==> config.mk <==
export PLATFORM = sky130hd
export DESIGN_NAME = tsc_byte_responder
export DESIGN_NICKNAME = d
export VERILOG_FILES = /design/src/rtl/tsc_resp_pkg.sv /design/src/rtl/tsc_resp_ctrl.sv /design/src/rtl/tsc_resp_datapath.sv /design/src/rtl/tsc_byte_responder.sv
export SDC_FILE = /design/constraint.sdc
export NUM_CORES = 1
export LEC_CHECK = 0
export CELL_PAD_IN_SITES_DETAIL_PLACEMENT = 0
export CELL_PAD_IN_SITES_GLOBAL_PLACEMENT = 2
export CORE_UTILIZATION = 32
export CTS_CLUSTER_DIAMETER = 150
export DETAILED_ROUTE_END_ITERATION = 10
export DONT_BUFFER_PORTS = 1
export GPL_TIMING_DRIVEN = 0
export PLACE_DENSITY_LB_ADDON = 0.05
export SYNTH_ARGS = -nofsm -noshare
export SYNTH_HDL_FRONTEND = slang
export SYNTH_HIERARCHICAL = 1
export SYNTH_SLANG_ARGS = --single-unit
export TNS_END_PERCENT = 50
==> constraint.sdc <==
create_clock -name clk -period 1.7 [get_ports clk]
set_clock_uncertainty 0.05 [all_clocks]
set_input_delay 0.17 -clock clk [delete_from_list [all_inputs] [get_ports clk]]
set_output_delay 0.17 -clock clk [all_outputs]
set_load 0.05 [all_outputs]
==> src/rtl/tsc_resp_pkg.sv <==
package tsc_resp_pkg;

  typedef enum logic [2:0] {
    CH_TEMP_A  = 3'd0,
    CH_YPOS    = 3'd1,
    CH_BATTERY = 3'd2,
    CH_PRESS_A = 3'd3,
    CH_PRESS_B = 3'd4,
    CH_XPOS    = 3'd5,
    CH_MIC     = 3'd6,
    CH_TEMP_B  = 3'd7
  } chan_e;

  typedef enum logic [1:0] {
    PH_IDLE  = 2'd0,
    PH_UPPER = 2'd1,
    PH_DONE  = 2'd2
  } phase_e;

  typedef struct packed {
    logic  sendUpper;
    logic  sendLower;
    logic  sendZero;
    chan_e chanSel;
  } resp_strobe_t;

endpackage

==> src/rtl/tsc_resp_ctrl.sv <==
module tsc_resp_ctrl
  import tsc_resp_pkg::*;
(
  input  logic         clk,
  input  logic         rstN,
  input  logic [7:0]   rxByte,
  input  logic         xferDone,
  input  logic         holdWrite,
  input  logic         holdLevel,
  output resp_strobe_t strobe
);

  logic [7:0] cmdByte;
  phase_e     phase;
  logic       cmdHeld;
  logic       cmdIn;
  logic       dropHold;

  assign cmdHeld  = cmdByte[7];
  assign cmdIn    = xferDone && rxByte[7];
  assign dropHold = holdWrite && !holdLevel;

  always_comb begin
    strobe.sendUpper = 1'b0;
    strobe.sendLower = 1'b0;
    strobe.sendZero  = 1'b0;
    strobe.chanSel   = chan_e'(cmdByte[6:4]);
    if (xferDone) begin
      unique case (phase)
        PH_IDLE:  begin
          if (cmdHeld) strobe.sendUpper = 1'b1;
          else         strobe.sendZero  = 1'b1;
        end
        PH_UPPER: strobe.sendLower = 1'b1;
        default:  strobe.sendZero  = 1'b1;
      endcase
    end
  end

  always_ff @(posedge clk) begin
    if (!rstN) begin
      cmdByte <= 8'h00;
      phase   <= PH_IDLE;
    end else begin
      if (strobe.sendUpper) phase <= PH_UPPER;
      if (strobe.sendLower) phase <= PH_DONE;
      if (dropHold) begin
        cmdByte <= 8'h00;
        phase   <= PH_IDLE;
      end
      if (cmdIn) begin
        cmdByte <= rxByte;
        phase   <= PH_IDLE;
      end
    end
  end

  AST_CMD_LATCH: assert property (@(posedge clk) disable iff (!rstN)
    cmdIn |=> (cmdByte == $past(rxByte)));

  AST_CMD_RESTART: assert property (@(posedge clk) disable iff (!rstN)
    cmdIn |=> (phase == PH_IDLE));

  AST_HOLD_CLEAR: assert property (@(posedge clk) disable iff (!rstN)
    (dropHold && !cmdIn) |=> (cmdByte == 8'h00 && phase == PH_IDLE));

  AST_NO_XFER_HOLD: assert property (@(posedge clk) disable iff (!rstN)
    (!xferDone && !holdWrite) |=> ($stable(cmdByte) && $stable(phase)));

endmodule

==> src/rtl/tsc_resp_datapath.sv <==
module tsc_resp_datapath
  import tsc_resp_pkg::*;
#(
  parameter int          NUM_CH      = 8,
  parameter int          RES         = 12,
  parameter logic [7:0]  FIXED_MASK  = 8'b0000_0010,
  parameter logic [11:0] FIXED_LEVEL = 12'hFFF
) (
  input  logic                  clk,
  input  logic                  rstN,
  input  resp_strobe_t          strobe,
  input  logic [NUM_CH*RES-1:0] chanSample,
  output logic [7:0]            txByte
);

  localparam int UPPER_W = 7;
  localparam int LOWER_W = RES - UPPER_W;
  localparam int PAD_W   = 8 - LOWER_W;

  logic [RES-1:0]     chanLevel [NUM_CH];
  logic [RES-1:0]     selLevel;
  logic [LOWER_W-1:0] heldLower;

  for (genvar k = 0; k < NUM_CH; k++) begin : g_chan
    if (FIXED_MASK[k]) begin : g_fixed
      assign chanLevel[k] = FIXED_LEVEL[RES-1:0];
    end else begin : g_live
      assign chanLevel[k] = chanSample[k*RES +: RES];
    end
  end

  assign selLevel = chanLevel[strobe.chanSel];

  always_ff @(posedge clk) begin
    if (!rstN) begin
      txByte    <= 8'h00;
      heldLower <= '0;
    end else if (strobe.sendUpper) begin
      txByte    <= {1'b0, selLevel[RES-1 -: UPPER_W]};
      heldLower <= selLevel[LOWER_W-1:0];
    end else if (strobe.sendLower) begin
      txByte    <= {heldLower, {PAD_W{1'b0}}};
    end else if (strobe.sendZero) begin
      txByte    <= 8'h00;
    end
  end

  AST_UPPER_MSB: assert property (@(posedge clk) disable iff (!rstN)
    strobe.sendUpper |=> !txByte[7]);

  AST_LOWER_PAD: assert property (@(posedge clk) disable iff (!rstN)
    strobe.sendLower |=> (txByte[PAD_W-1:0] == '0));

  AST_ZERO_FILL: assert property (@(posedge clk) disable iff (!rstN)
    strobe.sendZero |=> (txByte == 8'h00));

  AST_ONE_ACTION: assert property (@(posedge clk) disable iff (!rstN)
    $onehot0({strobe.sendUpper, strobe.sendLower, strobe.sendZero}));

endmodule

==> src/rtl/tsc_byte_responder.sv <==
module tsc_byte_responder
  import tsc_resp_pkg::*;
#(
  parameter int          NUM_CH      = 8,
  parameter int          RES         = 12,
  parameter logic [7:0]  FIXED_MASK  = 8'b0000_0010,
  parameter logic [11:0] FIXED_LEVEL = 12'hFFF
) (
  input  logic                  clk,
  input  logic                  rstN,
  input  logic [7:0]            rxByte,
  input  logic                  xferDone,
  input  logic                  holdWrite,
  input  logic                  holdLevel,
  input  logic [NUM_CH*RES-1:0] chanSample,
  output logic [7:0]            txByte
);

  resp_strobe_t strobe;

  tsc_resp_ctrl u_ctrl (
    .clk       (clk),
    .rstN      (rstN),
    .rxByte    (rxByte),
    .xferDone  (xferDone),
    .holdWrite (holdWrite),
    .holdLevel (holdLevel),
    .strobe    (strobe)
  );

  tsc_resp_datapath #(
    .NUM_CH      (NUM_CH),
    .RES         (RES),
    .FIXED_MASK  (FIXED_MASK),
    .FIXED_LEVEL (FIXED_LEVEL)
  ) u_dp (
    .clk        (clk),
    .rstN       (rstN),
    .strobe     (strobe),
    .chanSample (chanSample),
    .txByte     (txByte)
  );

  AST_TX_STABLE: assert property (@(posedge clk) disable iff (!rstN)
    !xferDone |=> $stable(txByte));

endmodule

**After elaboration in Yosys (flattened, before gate mapping)**

Cells that the tools add are included.

- Flip-flop bits (word level): 23

- $lt $le $gt $ge: 1
- Eq/ne operators: 1
- Mux-type cells: 16
- Bitwise operators: 2
- Reductions and logical operators: 11

Operators by type and width:

| cell | count |
|---|---|
| binary-select mux 12 bit (select 3 bit) | 1 |
| 2-to-1 mux 8 bit | 4 |
| 2-to-1 mux 12 bit | 2 |
| 2-to-1 mux 7 bit | 1 |
| nonzero test 2 bit | 3 |
| >= comparator 4 bit, second input constant | 1 |
| 2-to-1 mux 1 bit | 4 |
| 2-to-1 mux 2 bit | 2 |
| inverter 3 -> 4 bit | 1 |
| OR reduction 4 bit | 1 |
| 2-to-1 mux 3 bit | 1 |
| nonzero test 3 bit | 1 |
| OR reduction 3 bit | 1 |
| equality test 2 x 1 -> 1 bit, second input constant | 1 |
| logical AND 1 bit | 2 |
| logical NOT 2 bit | 1 |
| one-hot mux 1 bit (2 select lines) | 1 |
| OR reduction 2 bit | 1 |
| logical NOT 1 bit | 1 |
| inverter 1 bit | 1 |

**Depth between registers and ports, before layout**

Gate-level depths: netlist of the first run.

- Word-level depth: 6
- Depth in mapped cells: 7

**By module**

The synthesis of the first run kept the hierarchy.

By module, submodules not included:

| module | instances | cells each | area an instance (sq um) | seq. area each (sq um) |
|---|---|---|---|---|
| tsc_resp_datapath | 1 | 122 | 1187.4 | 260.2 |
| tsc_resp_ctrl | 1 | 27 | 267.8 | 120.1 |

**Worst setup path before layout of the first run**

No wires, ideal clock.

- Path type: flip-flop to flip-flop
- From: register u_ctrl.phase[0]
- To: register u_dp.txByte[0]
- Setup time: 0.074 ns
- Data arrival time: 1.358 ns
- Required time: 1.576 ns
- Path slack: 0.218 ns
- Cell stages (with the launch flop): 6
- Cells stage by stage: dfxtp_1 and4bb_1 buf_2 nor2b_1 o221ai_1 a31oi_1

RTL lines:

| item | RTL line | source |
|---|---|---|
| start, declared | tsc_resp_ctrl.sv:14 | `phase_e phase;` |
| start signal, assigned | tsc_resp_ctrl.sv:43 | `phase <= PH_IDLE;` |
| start signal, assigned | tsc_resp_ctrl.sv:45 | `if (strobe.sendUpper) phase <= PH_UPPER;` |
| start signal, assigned | tsc_resp_ctrl.sv:46 | `if (strobe.sendLower) phase <= PH_DONE;` |
| end signal, assigned | tsc_resp_datapath.sv:39 | `txByte <= {1'b0, selLevel[RES-1 -: UPPER_W]};` |
| end signal, assigned | tsc_resp_datapath.sv:42 | `txByte <= {heldLower, {PAD_W{1'b0}}};` |
| end, declared | tsc_resp_datapath.sv:13 | `output logic [7:0] txByte` |

==> results.md, run 1 <==
- Status: completed
- Synth warn: 6
- Vias in the first global route: 1282
- Antenna fix cells: 0
- Initial antenna violation count: 0
- # placed instances: 201
- CTS tree: done
- Setup WS pre-CTS: -0.171 ns
- Area leader, netlist: dfxtp_1
- Slew headroom: 0.647
- Drt pass-1 iters: 4
- Die Wd: 69.4 um
- Post-Route WL: 4190 um
- Core Area: 4350 um^2
- Area of the multi-input gates: 986 um^2
- RSZ-0062 raised after global routing: true
- Gr ovfl total: 0
- Worst path cell trace: and4bb_1, buf_2, or3_1, o21ai_0, a31oi_1
- FFs w/ async S/R, synth: 0
- Post-synthesis sequential area ratio: 0.261
- Hold WS: 0.0108 ns
- CP max stage delay: 0.45 ns
- Die area: 4820 um^2
- H-tree levels: 1
- Worst hold path type: in -> reg
- Antenna-violating nets left: 0
- Post-DR wirelength/cell: 19.9 um
- Fin util: 0.378
- Syn avg cell area: 9.77 um^2
- Clock slew at reported path FFs: 0.07 ns
- Clock tree sinks: 19
- Peak supply drop: 0.000344 V
- Post-DP HPWL: 3270 um
- Total nets after synthesis: 258
- Largest cells by area after synthesis: dfxtp_1, mux2_2, mux4_1, o221ai_1, mux2i_1
- Row cnt: 24
- Die Height: 69.4 um
- Post-synthesis to final-layout area growth: 13.2%
- Endpoints failing setup: 0
- Req. time, crit path: 1.79 ns
- Total CTS buffers: 3
- First-pass GRT wire length: 6520 um
- Worst Setup Start Kind: flip-flop
- Yosys top cell area share: 0.261
- CTS max path bufs: 2
- Worst Setup End Kind: flip-flop
- Fin. Hold Viols: 0
- # fillers: 452
- Initial Utilization: 0.334
- CP max FO: 10
- Worst skew pair latency: 0.25 ns
- FF+latch area: 380 um^2
- EDFF count, synth: 0
- DRC Markers: 0
- Via/cell ratio: 6.15
- # nets final: 269
- Layout cell share with drive strength beyond 1: 0.226
- Max Clock Freq: 0.620 GHz
- Yosys cell types: 34
- Total GRT Usage: 0.174
- Syn Std Cell Area: 1460 um^2
- TNS Setup: 0 ns
- Final instance count without filler cells: 211
- Min cycle time layout: 1.61 ns
- Initial drt markers: 33
- Pin count of the biggest net entering global routing: 11
- Maxcap violations: 0
- Routability congestion estimate: 0.752
- Worst Setup Path Type: reg -> reg
- Crit share post-route: 0.949
- Postcts setup bufs: 0
- Post-synthesis cell count: 149
- Final WS setup: 0.0862 ns
- Register bit count reported by yosys: 19
- Top FF cell, synth: dfxtp_1
- Slew @ Worst Pin: 0.529 ns
- Lkg Pwr: 0.525 nW
- Via count: 1297
- Io pins: 117
- WP data arrival: 1.70 ns
- Pwr dens: 634 nW/um^2
- Slowest-stage cell, CP: or3_1
- Fin. max-slew vios: 0
- Buffers on Ports: 0
- Root Buffer: clkbuf_8
[layout make-up]
type	count	area share
Buffer	13	0.0600
Clock buffer	4	0.0274
Inverter	3	0.00684
Multi-Input combinational cell	114	0.599
Sequential cell	19	0.231
Tap cell	52	0.0395
Timing Repair Buffer	6	0.0365
[repair_timing]
item | 4_1_cts | 5_1_grt
setup endpoints to repair | 7 | 8
hold buffers | 4 | 2
gates resized for setup | 1 | 8
hold endpoints to repair | 9 | 1
[worst max-delay path, delay by kind of cell (launching register included)]
family                 cells  cell delay, ns
DFF                        1            0.37
buffers and inverters      1            0.17
AOI/OAI and AO/OA          2            0.23
and+or+nand+nor            2            0.69
[power by group]
part	internal [mW]	leakage [nW]	total, mW	switching (mW)
Clock	0.167	0.0228	0.317	0.151
Sequential	0.466	0.155	0.515	0.0485
Combinational	0.115	0.347	0.212	0.0972
[worst paths after layout]
check,startpoint,cells past startpoint,end,slack [ns]
setup reg to reg,u_ctrl/phase[0],5,u_dp/txByte[4],0.09
hold reg to reg,u_ctrl/cmdByte[4],1,u_ctrl/cmdByte[4],0.43
setup / recovery,u_ctrl/phase[0],5,u_dp/txByte[4],0.09
hold / removal,rstN,2,u_dp/heldLower[3],0.01
[cell usage after synthesis (2+ instances only)]
| library cell | count |
|---|---|
| mux4_2 | 2 |
| nand2b_1 | 8 |
| a22o_1 | 3 |
| dfxtp_1 | 19 |
| o21a_1 | 2 |
| mux4_1 | 5 |
| nand3b_1 | 4 |
| buf_4 | 4 |
| nor2_1 | 2 |
| inv_1 | 3 |
| nor2b_1 | 2 |
| o221ai_1 | 12 |
| nor3_1 | 2 |
| nand2_1 | 13 |
| mux2i_1 | 9 |
| o21ai_0 | 9 |
| a31oi_1 | 11 |
| o22a_1 | 4 |
| clkbuf_1 | 2 |
| or3_1 | 2 |
| a21oi_1 | 2 |
| mux2_2 | 13 |
| buf_2 | 5 |
[cells by family (layout without fill, tap and decap cells)]
group,after synthesis,in the layout,synth area share
multiplexers,29,29,0.284
AND/OR/NAND/NOR,40,40,0.156
buffers and inverters,16,26,0.0722
AO/OA/AOI/OAI,45,45,0.226
flip-flops,19,19,0.261
[registers in the layout, indices dropped and copies added (netlist names)]
signal	cells
u_ctrl/cmdByte	4
u_dp/heldLower	5
u_ctrl/phase	2
u_dp/txByte	8
[layout by cell type (no fill, tap or decap), drive strengths merged, types with 6 or more instances in the layout]
master and n:
dfxtp 19, nand2 14, mux2 13, o221ai 12, a31oi 11, mux2i 9, o21ai 9, buf 9
nand2b 8, clkbuf 8, mux4 7, dlygate4sd3 6
[layer usage]
layer,vias up,routed length [um],global-route usage,part of all wire
li1,612,-,-,-
met1,613,1730,0.203,0.41
met2,68,2060,0.303,0.49
met3,4,331,0.0552,0.079
met4,0,63,0.0499,0.015
met5,-,0,0,0
[per-stage QoR]
step,total power [mW],cell area [um^2]
after floorplan,0.680,1460
after global placement,0.714,1520
after detailed placement,0.719,1520
after CTS,1.05,1610
after global routing,1.10,1650
final,1.04,1650
(Power assumes the default switching activity.)
==> run 2, diff against run 1 <==
--- a/config.mk
+++ b/config.mk
@@ -7,6 +7,7 @@
 export LEC_CHECK = 0
 export CELL_PAD_IN_SITES_DETAIL_PLACEMENT = 0
 export CELL_PAD_IN_SITES_GLOBAL_PLACEMENT = 2
+export CORE_ASPECT_RATIO = 1.75
 export CORE_UTILIZATION = 32
 export CTS_CLUSTER_DIAMETER = 150
 export DETAILED_ROUTE_END_ITERATION = 10
==> run 2 against run 1 <==
Sequential power hardly changed. Via count is 1.2% lower. Utilization is 0.72 points lower. Highest routed layer unchanged. Sequential cell count stayed put. Fmax is 0.49% higher. Largest power group unchanged.
==> results.md, run 2 (same netlist as run 1, synthesis figures left out) <==
- Row cnt: 32 (+33%)
- CP Launch Point: u_ctrl/cmdByte[5]
- Io pins: 117 (unchanged)
- Final instance count without filler cells: 207 (-1.9%)
- Max Clock Freq: 0.623 GHz (+0.49%)
- Lkg Pwr: 0.522 nW (-0.62%)
- Top reg by flops: u_dp/txByte
- Worst Setup Path Type: reg -> reg
- Slowest-stage cell, CP: mux2_2
- Largest regs: u_dp/txByte x8, u_dp/heldLower x5, u_ctrl/cmdByte x4
- Die Height: 91.2 um (+31%)
- RR Startpoint: u_ctrl/cmdByte[5]
- Drt pass-1 iters: 4 (unchanged)
- Clock slew at reported path FFs: 0.08 ns (about the same)
- Worst hold path type: in -> reg
- # fillers: 459 (+1.5%)
- Status: completed
- CTS max path bufs: 2 (unchanged)
- Total Power: 1.04 mW (-0.12%)
- Hold WS: 0.00429 ns (-0.00652 ns)
- Post-DR wirelength/cell: 20.0 um (+0.93%)
- Post-Route WL: 4150 um (-0.98%)
- Vias in the first global route: 1272 (-0.78%)
- DRC Markers: 0 (unchanged)
- Root Buffer: clkbuf_8
- Antenna fix cells: 0 (unchanged)
- # nets final: 266 (-1.1%)
- H-tree levels: 1 (unchanged)
- Via/cell ratio: 6.19 (+0.75%)
- Most common cell after layout, fill and taps aside: dfxtp_1
- Initial Utilization: 0.333 (-0.000767)
- Pwr dens: 644 nW/um^2 (+1.6%)
- Worst Setup End Kind: flip-flop
- # placed instances: 200 (-0.50%)
- Worst path cell trace: buf_4, clkbuf_4, mux2_2, o221ai_1, a31oi_1
- First-pass GRT wire length: 6120 um (-6.1%)
- Endpoints failing setup: 0 (unchanged)
- Slew headroom: 0.650 (+0.00312)
- Die area: 4830 um^2 (+0.21%)
- Worst Setup Start Kind: flip-flop
- Maxcap violations: 0 (unchanged)
- Pin count of the biggest net entering global routing: 12 (+1)
- Antenna-violating nets left: 0 (unchanged)
- Crit share post-route: 0.945 (-0.00464)
- Post-DP HPWL: 3370 um (+2.9%)
- Slew @ Worst Pin: 0.524 ns (-0.00467 ns)
- Hold path start: rstN
- Fin. max-slew vios: 0 (unchanged)
- Post-synthesis to final-layout area growth: 11.3%
- Most frequent cells in the layout: dfxtp_1, nand2_1, mux2_2, o221ai_1, a31oi_1
- RSZ-0062 raised after global routing: false
- Clock tree sinks: 19 (unchanged)
- Peak supply drop: 0.000339 V (-1.4%)
- Worst skew pair latency: 0.26 ns (about the same)
- CP max stage delay: 0.35 ns (-0.10 ns)
- Req. time, crit path: 1.79 ns (about the same)
- Fin util: 0.371 (-0.00718)
- Min cycle time layout: 1.61 ns (-0.00789 ns)
- WP data arrival: 1.69 ns (about the same)
- Initial drt markers: 23 (-30%)
- Initial antenna violation count: 0 (unchanged)
- CP max FO: 10 (unchanged)
- Total GRT Usage: 0.177 (+0.00339)
- Buffers on Ports: 0 (unchanged)
- Core Area: 4360 um^2 (+0.23%)
- Via count: 1282 (-1.2%)
- Total CTS buffers: 3 (unchanged)
- Number of flip-flops under the largest register name: 8 (unchanged)
- Gr ovfl total: 0 (unchanged)
- Fin. Hold Viols: 0 (unchanged)
- Postcts setup bufs: 0 (unchanged)
- Die Wd: 53.0 um (-24%)
- Layout cell share with drive strength beyond 1: 0.244 (+0.0172)
- CTS tree: done
- Routability congestion estimate: 0.737 (-2.0%)
-- run 2: critical path, delay by kind of cell (launching register included) --
kind | cells | cell delay, ns
AOI/OAI and AO/OA | 2 | 0.39
DFF | 1 | 0.33
muxes | 1 | 0.35
buffers and inverters | 2 | 0.35
-- run 2: routing by layer --
| layer | GRT usage | wire length, um | up-vias |
|---|---|---|---|
| met5 | 0 | 0 | - |
| met4 | 0.0680 | 62 | 0 |
| met2 | 0.342 | 2450 | 56 |
| met1 | 0.178 | 1420 | 622 |
| li1 | - | - | 598 |
| met3 | 0.0201 | 217 | 6 |
-- run 2: through the flow --
| stage | worst slack [ns] | TNS, ns | instance area [um^2] |
|---|---|---|---|
| final | 0.0941 | 0 | 1620 |
| after global routing | 0.0189 | 0 | 1620 |
| after CTS | 0.00806 | 0 | 1610 |
| after detailed placement | -0.137 | -0.745 | 1520 |
| after global placement | -0.104 | -0.482 | 1520 |
| after floorplan | 0.218 | 0 | 1460 |
-- run 2: report_power, final --
| group | total [mW] | switching [mW] | internal (mW) |
|---|---|---|---|
| Sequential | 0.514 | 0.0481 | 0.466 |
| Combinational | 0.205 | 0.0931 | 0.112 |
| Clock | 0.324 | 0.161 | 0.163 |
| Total | 1.04 | 0.302 | 0.742 |
-- run 2: cell type report --
cell class	instances	area [um^2]	share of cell area
Buffer	12	96.3	0.0595
Clock buffer	3	41.3	0.0255
Clock inverter	1	5.00	0.00309
Inverter	3	11.3	0.00696
Multi-Input combinational cell	114	980	0.605
Sequential cell	19	382	0.236
Tap cell	51	63.8	0.0394
Timing Repair Buffer	4	40.0	0.0247
-- run 2: path summary, 6_finish.rpt --
check,to,slack (ns),cells past startpoint
setup / recovery,u_dp/txByte[6],0.09,5
hold / removal,u_dp/heldLower[3],0.004,2
setup reg to reg,u_dp/txByte[6],0.09,5
hold reg to reg,u_ctrl/cmdByte[5],0.43,1
-- run 2: what timing repair did --
| action | 4_1_cts | 5_1_grt |
|---|---|---|
| resized for setup | 1 | 9 |
| hold buffers | 4 | 0 |
| setup endpoints to repair | 7 | 11 |
| endpoints found under the hold margin | 8 | 0 |
| cloned | 0 | 0 |
